`src/rtl/pwr_state_pkg.sv`:
```
package pwr_state_pkg;
  localparam int NUM_STATES = 6;

  typedef enum logic [2:0] {
    PS_DOWN = 3'd0,
    PS_NAP  = 3'd1,
    PS_STBY = 3'd2,
    PS_ATTN = 3'd3,
    PS_ATTR = 3'd4,
    PS_ATTW = 3'd5
  } pstate_e;

  typedef struct packed {
    logic clk_full;
    logic clk_nap;
    logic row;
    logic col;
    logic drx;
    logic dtx;
    logic core;
  } blk_en_t;
endpackage

```
`src/rtl/pwr_exit_timer.sv`:
```
module pwr_exit_timer #(
  parameter int W = 12
) (
  input  logic         clk,
  input  logic         rst,
  input  logic         load,
  input  logic [W-1:0] load_val,
  output logic         busy,
  output logic         done
);
  localparam logic [W-1:0] ONE = W'(1);

  logic [W-1:0] cnt;

  always_ff @(posedge clk) begin
    if (rst) begin
      busy <= 1'b0;
      cnt  <= '0;
    end else if (load && !busy) begin
      busy <= 1'b1;
      cnt  <= (load_val == '0) ? ONE : load_val;
    end else if (busy) begin
      if (cnt == ONE) begin
        busy <= 1'b0;
        cnt  <= '0;
      end else begin
        cnt <= cnt - ONE;
      end
    end
  end

  assign done = busy && (cnt == ONE);

  // a running countdown never sits at zero
  a_r8_count_live: assert property (@(posedge clk) disable iff (rst)
    busy |-> (cnt != '0));
endmodule

```
`src/rtl/pwr_nap_guard.sv`:
```
module pwr_nap_guard #(
  parameter int W = 16
) (
  input  logic         clk,
  input  logic         rst,
  input  logic         active,
  input  logic [W-1:0] limit,
  output logic         expire
);
  logic [W-1:0] cnt;
  logic [W-1:0] lim_eff;

  assign lim_eff = (limit == '0) ? W'(1) : limit;
  assign expire  = active && (({1'b0, cnt} + (W+1)'(1)) >= {1'b0, lim_eff});

  always_ff @(posedge clk) begin
    if (rst || !active) cnt <= '0;
    else if (!expire)   cnt <= cnt + W'(1);
  end

  // residency never passes the programmed bound
  a_r10_within_limit: assert property (@(posedge clk) disable iff (rst)
    active |-> (cnt < lim_eff));
endmodule

```
`src/rtl/pwr_enable_decode.sv`:
```
module pwr_enable_decode
  import pwr_state_pkg::*;
(
  input  pstate_e                 st,
  input  logic                    cfg_nap_selfref,
  output logic [NUM_STATES-1:0]   st_oh,
  output blk_en_t                 en,
  output logic                    ref_self
);
  for (genvar i = 0; i < NUM_STATES; i++) begin : g_oh
    assign st_oh[i] = (st == pstate_e'(i));
  end

  always_comb begin
    en       = '0;
    ref_self = 1'b0;
    unique case (st)
      PS_DOWN: ref_self = 1'b1;
      PS_NAP: begin
        en.clk_nap = 1'b1;
        ref_self   = cfg_nap_selfref;
      end
      PS_STBY: begin
        en.clk_full = 1'b1;
        en.row      = 1'b1;
      end
      PS_ATTN: begin
        en.clk_full = 1'b1;
        en.row      = 1'b1;
        en.col      = 1'b1;
      end
      PS_ATTR: begin
        en.clk_full = 1'b1;
        en.row      = 1'b1;
        en.col      = 1'b1;
        en.dtx      = 1'b1;
        en.core     = 1'b1;
      end
      PS_ATTW: begin
        en.clk_full = 1'b1;
        en.row      = 1'b1;
        en.col      = 1'b1;
        en.drx      = 1'b1;
        en.core     = 1'b1;
      end
      default: ref_self = 1'b1;
    endcase
  end
endmodule

```
`src/rtl/pwr_state_ctrl.sv`:
```
module pwr_state_ctrl
  import pwr_state_pkg::*;
#(
  parameter int EXIT_W = 12,
  parameter int LIM_W  = 16
) (
  input  logic              clk,
  input  logic              rst,
  input  logic              cmd_pdn,
  input  logic              cmd_nap,
  input  logic              cmd_wake,
  input  logic              cmd_relax,
  input  logic              row_pkt,
  input  logic              col_pkt,
  input  logic              rd_burst,
  input  logic              wr_burst,
  input  logic              cfg_nap_selfref,
  input  logic [EXIT_W-1:0] cfg_nap_exit,
  input  logic [EXIT_W-1:0] cfg_pdn_exit,
  input  logic [LIM_W-1:0]  cfg_nap_limit,
  output logic [5:0]        state_oh,
  output logic              en_clk,
  output logic              en_clk_nap,
  output logic              en_row,
  output logic              en_col,
  output logic              en_drx,
  output logic              en_dtx,
  output logic              en_core,
  output logic              ref_self,
  output logic              busy,
  output logic              row_rdy,
  output logic              col_rdy
);
  pstate_e           st, st_nxt;
  blk_en_t           en;
  logic              exit_load, exit_done, nap_active, nap_expire;
  logic              burst, sleep_ok;
  logic [EXIT_W-1:0] exit_val;

  assign burst      = rd_burst | wr_burst;
  assign sleep_ok   = !burst;
  assign nap_active = (st == PS_NAP) && !busy;
  assign exit_load  = !busy && (((st == PS_DOWN) && cmd_wake) ||
                                ((st == PS_NAP) && (cmd_wake || nap_expire)));
  assign exit_val   = (st == PS_DOWN) ? cfg_pdn_exit : cfg_nap_exit;

  pwr_exit_timer #(.W(EXIT_W)) u_exit (
    .clk(clk), .rst(rst), .load(exit_load), .load_val(exit_val),
    .busy(busy), .done(exit_done)
  );

  pwr_nap_guard #(.W(LIM_W)) u_guard (
    .clk(clk), .rst(rst), .active(nap_active), .limit(cfg_nap_limit),
    .expire(nap_expire)
  );

  pwr_enable_decode u_dec (
    .st(st), .cfg_nap_selfref(cfg_nap_selfref),
    .st_oh(state_oh), .en(en), .ref_self(ref_self)
  );

  always_comb begin
    st_nxt = st;
    if (busy) begin
      if (exit_done) st_nxt = PS_STBY;
    end else begin
      unique case (st)
        PS_STBY: begin
          if (sleep_ok && cmd_pdn)      st_nxt = PS_DOWN;
          else if (sleep_ok && cmd_nap) st_nxt = PS_NAP;
          else if (row_pkt && row_rdy)  st_nxt = PS_ATTN;
        end
        PS_ATTN: begin
          if (rd_burst)      st_nxt = PS_ATTR;
          else if (wr_burst) st_nxt = PS_ATTW;
          else if (cmd_pdn)  st_nxt = PS_DOWN;
          else if (cmd_nap)  st_nxt = PS_NAP;
          else if (cmd_relax) st_nxt = PS_STBY;
        end
        PS_ATTR: if (!rd_burst) st_nxt = PS_ATTN;
        PS_ATTW: if (!wr_burst) st_nxt = PS_ATTN;
        default: st_nxt = st;
      endcase
    end
  end

  always_ff @(posedge clk) begin
    if (rst) st <= PS_DOWN;
    else     st <= st_nxt;
  end

  assign en_clk     = en.clk_full;
  assign en_clk_nap = en.clk_nap;
  assign en_row     = en.row;
  assign en_col     = en.col;
  assign en_drx     = en.drx;
  assign en_dtx     = en.dtx;
  assign en_core    = en.core;
  assign row_rdy    = en.row & ~busy;
  assign col_rdy    = en.col & ~busy;

  a_r2_onehot: assert property (@(posedge clk) disable iff (rst)
    $countones(state_oh) == 1);

  a_r11_busy_only_asleep: assert property (@(posedge clk) disable iff (rst)
    busy |-> (state_oh[0] || state_oh[1]));

  a_r8_exit_lands_stby: assert property (@(posedge clk) disable iff (rst)
    $fell(busy) |-> state_oh[2]);

  a_r7_burst_blocks_sleep: assert property (@(posedge clk) disable iff (rst)
    (burst && (state_oh[2] || state_oh[3])) |=> !(state_oh[0] || state_oh[1]));

  a_r6_read_holds: assert property (@(posedge clk) disable iff (rst)
    (state_oh[4] && rd_burst) |=> state_oh[4]);

  a_r3_col_needs_row: assert property (@(posedge clk) disable iff (rst)
    en_col |-> (en_row && en_clk));

  a_r12_no_ready_asleep: assert property (@(posedge clk) disable iff (rst)
    (state_oh[0] || state_oh[1]) |-> !(row_rdy || col_rdy));
endmodule

```
`config.mk`:
```
export PLATFORM = sky130hd
export DESIGN_NAME = pwr_state_ctrl
export DESIGN_NICKNAME = d
export VERILOG_FILES = /design/src/rtl/pwr_state_pkg.sv /design/src/rtl/pwr_exit_timer.sv /design/src/rtl/pwr_nap_guard.sv /design/src/rtl/pwr_enable_decode.sv /design/src/rtl/pwr_state_ctrl.sv
export SDC_FILE = /design/constraint.sdc
export NUM_CORES = 1
export LEC_CHECK = 0
export BUFFER_PORTS_ARGS = -buffer_cell sky130_fd_sc_hd__clkbuf_2
export CAP_MARGIN = 20
export CORE_ASPECT_RATIO = 0.6
export CORE_MARGIN = 5
export CORE_UTILIZATION = 49
export CTS_CLUSTER_DIAMETER = 50
export CTS_CLUSTER_SIZE = 20
export DETAILED_ROUTE_END_ITERATION = 6
export GPL_ROUTABILITY_DRIVEN = 0
export PLACE_DENSITY_LB_ADDON = 0.3
export SYNTH_ARGS = -nofsm -noshare
export SYNTH_HDL_FRONTEND = slang
export SYNTH_HIERARCHICAL = 1
export SYNTH_SLANG_ARGS = --single-unit
```
`constraint.sdc`:
```
create_clock -name clk -period 4.2 [get_ports clk]
set_input_delay 0.21 -clock clk [delete_from_list [all_inputs] [get_ports clk]]
set_output_delay 0.21 -clock clk [all_outputs]
set_load 0.1 [all_outputs]
```
==> flow_metrics.env, run 1 <==
export IMPL_status="completed"
export IMPL_row_count=21
export IMPL_clk_path_buf_depth=2
export IMPL_ir_drop_v=0.000157
export IMPL_routed_wl_um=7900
export IMPL_dr_pass1_iters=5
export IMPL_track_usage_pct=20.9
export IMPL_register_area_um2=641
export IMPL_drc_errors=0
export IMPL_power_mw=0.821
export IMPL_area_growth_pct=19.1
export IMPL_hp_class="in2reg"
export IMPL_post_drt_via_cell_ratio=5.79
export IMPL_tightest_slew_ps=676
export IMPL_cts_tree="built"
export IMPL_path_class="reg2reg"
export IMPL_seq_area_frac_synth_pct=22.2
export IMPL_antenna_found_initial=0
export IMPL_critPathLaunchType="flip-flop"
export IMPL_globalRoute_totalOverflow=0
export IMPL_fillers=505
export IMPL_io_buffers=66
export IMPL_vias=2943
export IMPL_skew_ps=4.78
export IMPL_grt_pass1_wl_um=12900
export IMPL_dieWidth_um=109
export IMPL_synth_yosys_warnings=6
export IMPL_wl_per_cell_um=15.5
export IMPL_ys_seq_elements=32
export IMPL_powerDensity_nw_per_um2=239
export IMPL_finalHoldViolCount=0
export IMPL_max_freq_ghz=0.255
export IMPL_endpoint_kind="flip-flop"
export IMPL_period_share_pct=93.5
export IMPL_cts_clk_slew_worst_paths_ps=70
export IMPL_syn_area_um2=2880
export IMPL_max_slew_margin_pct=54.9
export IMPL_ios=68
export IMPL_setup_viol=0
export IMPL_root_buffer="clkbuf_8"
export IMPL_ys_types=67
export IMPL_die_y_um=69.4
export IMPL_ant_nets=0
export IMPL_core_um2=5650
export IMPL_multi_input_area_um2=2060
export IMPL_whs_ps=309
export IMPL_drt_initial_drc_count=265
export IMPL_p_leak_nw=1.50
export IMPL_clkLatencyLatePin_ps=280
export IMPL_n_antenna_cell=0
export IMPL_period_minus_slack_ps=3930
export IMPL_cp_arrival_ps=4100
export IMPL_final_max_slew_violation_count=0
export IMPL_crit_path_max_fanout=6
export IMPL_dieArea_um2=7570
export IMPL_syn_inst=357
export IMPL_fin_nets=498
export IMPL_hpwl_um=6230
export IMPL_reg2regPathDepth=19
export IMPL_drive_gt1_share_pct=27.6
export IMPL_min_path_cells=3
export IMPL_htreeDepth=2
export IMPL_grt_pass1_vias=2692
export IMPL_required_ps=4370
export IMPL_synth_edf_count=0
export IMPL_initial_core_util_pct=51.0
export IMPL_syn_avg_cell_area_um2=8.07
export IMPL_postCtsHoldBufs=0
export IMPL_synth_ff_type="dfxtp_1"
export IMPL_grt_max_degree=32
export IMPL_cts_inserted_buffers=5
export IMPL_syn_nets=428
export IMPL_maxCapViolations=0
export IMPL_synth_async_sr_flop_share_pct=0
export IMPL_cts_sinks=32
-- synth_stat cells (all sizes together), types with 3 or more instances --
cell type,count,share of area (%)
a211oi,6,1.7
a21o,4,1.0
a21oi,24,4.2
a221o,5,1.8
and3,4,0.87
buf,11,2.9
clkbuf,8,1.0
dfxtp,32,22
ha,20,8.7
inv,26,3.4
mux2,14,5.5
mux2i,6,2.1
nand2,17,2.2
nand2b,6,1.3
nand3,15,2.8
nand4,8,1.7
nor2,18,2.3
nor2b,8,1.7
nor3,14,2.4
nor3b,5,1.7
nor4,11,2.6
o2111ai,3,0.91
o21a,4,1.0
o21ai,14,2.6
o31ai,9,2.8
or3,9,2.0
or4,9,2.5
xnor2,8,2.4
xor2,8,2.4
-- cell type report --
type	instances	share of cell area (%)
clock buffer	8	2.62
sequential	32	18.7
inverter	26	2.84
timing repair buffer	82	13.1
multi-input combinational	280	59.9
tap	80	2.91
-- per-stage QoR --
stage | util [%] | std cells | setup TNS [ps] | area, µm² | setup WS, ps
floorplan | - | 357 | 0 | 2880 | 21.8
global placement | 58.9 | 500 | 0 | 3330 | 325
detailed placement | 58.9 | 500 | 0 | 3330 | 276
CTS | 60.5 | 508 | 0 | 3420 | 266
global route | 60.8 | 508 | -4.61 | 3430 | -4.61
finish | 60.8 | 508 | 0 | 3430 | 273
-- routing by layer --
| metal | global-route usage, % | vias up | wire length, µm |
|---|---|---|---|
| met5 | 0 | - | 0 |
| met2 | 27.7 | 116 | 3030 |
| met1 | 33.1 | 1330 | 4120 |
| met4 | 4.76 | 0 | 42 |
| met3 | 4.74 | 6 | 709 |
| li1 | - | 1491 | - |
-- where the power goes --
group | internal (mW) | leakage, nW | switching, mW
combinational | 0.0990 | 1.20 | 0.128
clock | 0.134 | 0.0455 | 0.115
sequential | 0.322 | 0.260 | 0.0242
total | 0.554 | 1.50 | 0.267
-- worst paths after layout --
| check | slack [ps] | start | to |
|---|---|---|---|
| setup / recovery | 270 | u_guard/cnt[2] | u_exit/cnt[10] |
| hold / removal | 310 | rd_burst | st[0] |
| setup reg to reg | 270 | u_guard/cnt[2] | u_exit/cnt[10] |
| hold reg to reg | 520 | u_guard/cnt[1] | u_guard/cnt[1] |
-- cells in the final DEF (no fill, tap or decap), types with 9 or more instances in the layout --
cell type	synthesis	routed
nand2_1	17	17
ha_1	20	19
nand3_1	14	14
o21ai_0	10	10
mux2_2	13	13
buf_4	4	16
nor3_1	14	13
clkbuf_2	0	66
or3_1	9	9
a21oi_1	24	24
nor2_1	18	17
inv_1	26	26
dfxtp_1	32	32
nor4_1	10	9
-- cells by family after synthesis --
family                     count (synthesis)  share of synthesized area, %
muxes                                     20                          7.55
buffers and inverters                     45                          7.29
and+or+nand+nor                          135                          27.3
xor gates and xnor gates                  16                          4.86
DFF                                       32                          22.2
AOI/OAI and AO/OA                         89                          22.1
adders and majority gates                 20                          8.68
-- registers in the layout (all words and copies together), names as in the netlist --
signal and count:
u_guard/cnt 16, u_exit/cnt 12, st 3, u_exit/busy 1
-- critical path, stage by stage (launching register included) --
cell and delay (ps):
dfxtp_1 440, nand3_2 120, nor4_2 330, and3_1 270
nand3_1 150, xnor2_1 210, ha_1 300, nand3_1 120
nor3_2 260, nand4_1 150, o21a_1 220, a21boi_0 160
a21oi_1 100, nor4_2 150, buf_4 180, buf_4 160
mux2i_1 190, nor3_1 60, a31oi_1 160, o31ai_1 90
-- repair_timing --
item / CTS / global route
buffers inserted: 0 / 0
resized for setup: 0 / 4
endpoints found under the setup margin: 0 / 6
Power figures use the tool's default switching activity.
==> run 2: changes to the inputs <==
--- a/config.mk
+++ b/config.mk
@@ -17,5 +17,4 @@
 export PLACE_DENSITY_LB_ADDON = 0.3
 export SYNTH_ARGS = -nofsm -noshare
 export SYNTH_HDL_FRONTEND = slang
-export SYNTH_HIERARCHICAL = 1
 export SYNTH_SLANG_ARGS = --single-unit
==> run 2 against run 1 <==
  * Register-to-register slack better by 130 ps
  * Combinational power is 12% higher
  * Fmax grew 3.4%
  * Wire length decreased by 9.7%
  * Flip-flop and latch count unchanged
  * Sequential share of layout area increased by 1.4 points
  * Critical endpoint is now u_exit.cnt[8]
  * Worst hold slack better by 9.7 ps
==> flow_metrics.env, run 2 <==
export IMPL_cts_resized=0
export IMPL_powerDensity_nw_per_um2=264
export IMPL_min_path_cells=4
export IMPL_yosys_cell_count_top_type="nor2_1"
export IMPL_syn_avg_cell_area_um2=7.57
export IMPL_grt_pass1_wl_um=11800
export IMPL_syn_nets=432
export IMPL_wl_per_cell_um=14.5
export IMPL_holdPathEnd="u_exit.cnt[5]"
export IMPL_seq_area_frac_synth_pct=23.4
export IMPL_antenna_found_initial=0
export IMPL_r2r_end="u_exit.cnt[8]"
export IMPL_rsz0062_at_grt="no"
export IMPL_io_buffers=66
export IMPL_period_share_pct=90.5
export IMPL_largest_reg_flops=16
export IMPL_status="completed"
export IMPL_area_growth_pct=16.7
export IMPL_postCtsHoldBufs=0
export IMPL_grt_pass1_vias=2478
export IMPL_final_max_slew_violation_count=0
export IMPL_required_ps=4370
export IMPL_setup_ws_ps=401
export IMPL_routed_wl_um=7130
export IMPL_synthAdderAreaFrac_pct=8.68
export IMPL_synth_xor_area_share_pct=9.27
export IMPL_synth_top_family_by_area="simple AND/OR/NAND/NOR gates"
export IMPL_synth_ff_type="dfxtp_1"
export IMPL_crit_path_max_fanout=14
export IMPL_timing_rr_start="u_guard.cnt[0]"
export IMPL_fin_nets=493
export IMPL_globalRoute_totalOverflow=0
export IMPL_tightest_slew_ps=609
export IMPL_drc_errors=0
export IMPL_syn_area_um2=2740
export IMPL_ios=68
export IMPL_yosys_top_cells_count="nor2_1 (40), dfxtp_1 (32), nand2_1 (30), a21oi_1 (26), inv_1 (25)"
export IMPL_period_minus_slack_ps=3800
export IMPL_cts_tree="built"
export IMPL_finalHoldViolCount=0
export IMPL_synth_compound_area_share_pct=18.1
export IMPL_skew_ps=8.66
export IMPL_layout_commonest_cell="clkbuf_2"
export IMPL_post_drt_via_cell_ratio=5.63
export IMPL_drive_gt1_share_pct=22.6
export IMPL_design_area_um2=3200
export IMPL_root_buffer="clkbuf_8"
export IMPL_core_um2=5490
export IMPL_muxShareOfSynthArea_pct=5.39
export IMPL_ir_drop_v=0.000146
export IMPL_critPathLaunchType="flip-flop"
export IMPL_vias=2774
export IMPL_path_class="reg2reg"
export IMPL_cp_arrival_ps=3970
export IMPL_reg2regPathDepth=15
export IMPL_row_count=21
export IMPL_syn_inst=362
export IMPL_hpwl_um=5770
export IMPL_track_usage_pct=20.1
export IMPL_reg_top3="u_guard.cnt x16, u_exit.cnt x12, st x3"
export IMPL_htreeDepth=2
export IMPL_initial_core_util_pct=49.9
export IMPL_cts_inserted_buffers=5
export IMPL_ys_seq_elements=32
export IMPL_ff2ff_setup_slack_ps=400
export IMPL_top_register="u_guard.cnt"
export IMPL_max_freq_ghz=0.263
export IMPL_grt_max_degree=20
export IMPL_drt_initial_drc_count=194
export IMPL_endpoint_kind="flip-flop"
export IMPL_p_leak_nw=1.49
export IMPL_cts_sinks=32
export IMPL_ys_types=52
export IMPL_yosys_area_top_type="dfxtp_1"
export IMPL_dieWidth_um=107
export IMPL_synthTopCellsByArea="dfxtp_1 (23%), ha_1 (8.7%), nor2_1 (5.5%)"
export IMPL_dieArea_um2=7230
export IMPL_synth_top_area_share_pct=23.4
export IMPL_ant_nets=0
export IMPL_hp_class="in2reg"
export IMPL_max_slew_margin_pct=59.3
export IMPL_n_antenna_cell=0
export IMPL_setup_viol=0
export IMPL_maxCapViolations=0
export IMPL_synth_yosys_warnings=0
export IMPL_final_cell_mix="clkbuf_2 (66), nor2_1 (40), dfxtp_1 (32)"
export IMPL_setup_tns_final_ps=0
export IMPL_dr_pass1_iters=5
export IMPL_clk_path_buf_depth=2
export IMPL_post_cts_buffers=0
export IMPL_die_y_um=67.9
export IMPL_clkLatencyLatePin_ps=280
export IMPL_dp_slack_ps=480
export IMPL_synth_simple_area_share_pct=28.2
export IMPL_dpl_cell_count=484
export IMPL_cts_clk_slew_worst_paths_ps=70
export IMPL_synth_async_sr_flop_share_pct=0
export IMPL_synth_edf_count=0
export IMPL_placed_area_um2=3090
export IMPL_worstHoldStart="cfg_nap_exit[5]"
export IMPL_stdcell_count=493
## run 2: worst max path at each step
| stage | endpoint | depth (start not counted) | slack (ps) | from |
|---|---|---|---|---|
| 2_1_floorplan | ref_self | 3 | 400 | st[1] |
| 3_3_place_gp | u_exit.cnt[8] | 15 | 580 | u_guard.cnt[0] |
| 3_5_place_dp | u_exit.cnt[8] | 15 | 480 | u_guard.cnt[0] |
| 4_1_cts | u_exit.cnt[8] | 15 | 460 | u_guard.cnt[0] |
| 5_1_grt | u_exit.cnt[8] | 14 | 170 | u_guard.cnt[0] |
| 6_report | u_exit.cnt[8] | 15 | 400 | u_guard.cnt[0] |
## run 2: power by group
part | internal [mW] | switching (mW)
logic | 0.0981 | 0.156
registers | 0.321 | 0.0242
clock network | 0.134 | 0.112
## run 2: through the flow
stage	total power, mW	hold slack [ps]	util, %
after floorplan	0.531	449	-
after global placement	0.592	459	56.3
after detailed placement	0.600	476	56.3
after CTS	0.843	321	58.0
after global routing	0.896	332	58.2
final	0.845	319	58.2
## run 2: cells by family (layout without fill, tap and decap cells)
family / count (synthesis) / in the layout
mux: 14 / 14
simple gates: 156 / 156
compound gates: 70 / 70
flops: 32 / 32
fa+ha+maj: 19 / 19
xor+xnor: 29 / 29
buf+inv: 42 / 104
## run 2: metal layers
| layer | routed length, µm | global-route usage, % | vias to the layer above |
|---|---|---|---|
| met2 | 2750 | 30.0 | 107 |
| met3 | 688 | 4.34 | 6 |
| met4 | 31 | 3.19 | 0 |
| met1 | 3660 | 30.2 | 1258 |
| met5 | 0 | 0 | - |
| li1 | - | - | 1403 |
## run 2: area by class of cell
class | instances | area, µm²
clock buffer | 8 | 90.1
inverter | 25 | 93.8
timing repair buffer | 71 | 372
sequential | 32 | 641
fill | 513 | 2300
tap | 69 | 86.3
multi-input combinational | 288 | 1910
## run 2: worst max-delay path, stage by stage (launching register included)
cell and delay (ps):
dfxtp_1 410, ha_1 250, nand3_1 120, or3_1 440
nor2_1 240, nand3_1 150, xnor2_1 260, ha_1 290
nand3_1 160, o22ai_1 100, nor2_1 150, and4_4 380
a31oi_4 120, buf_4 200, and2b_1 170, o31a_1 230
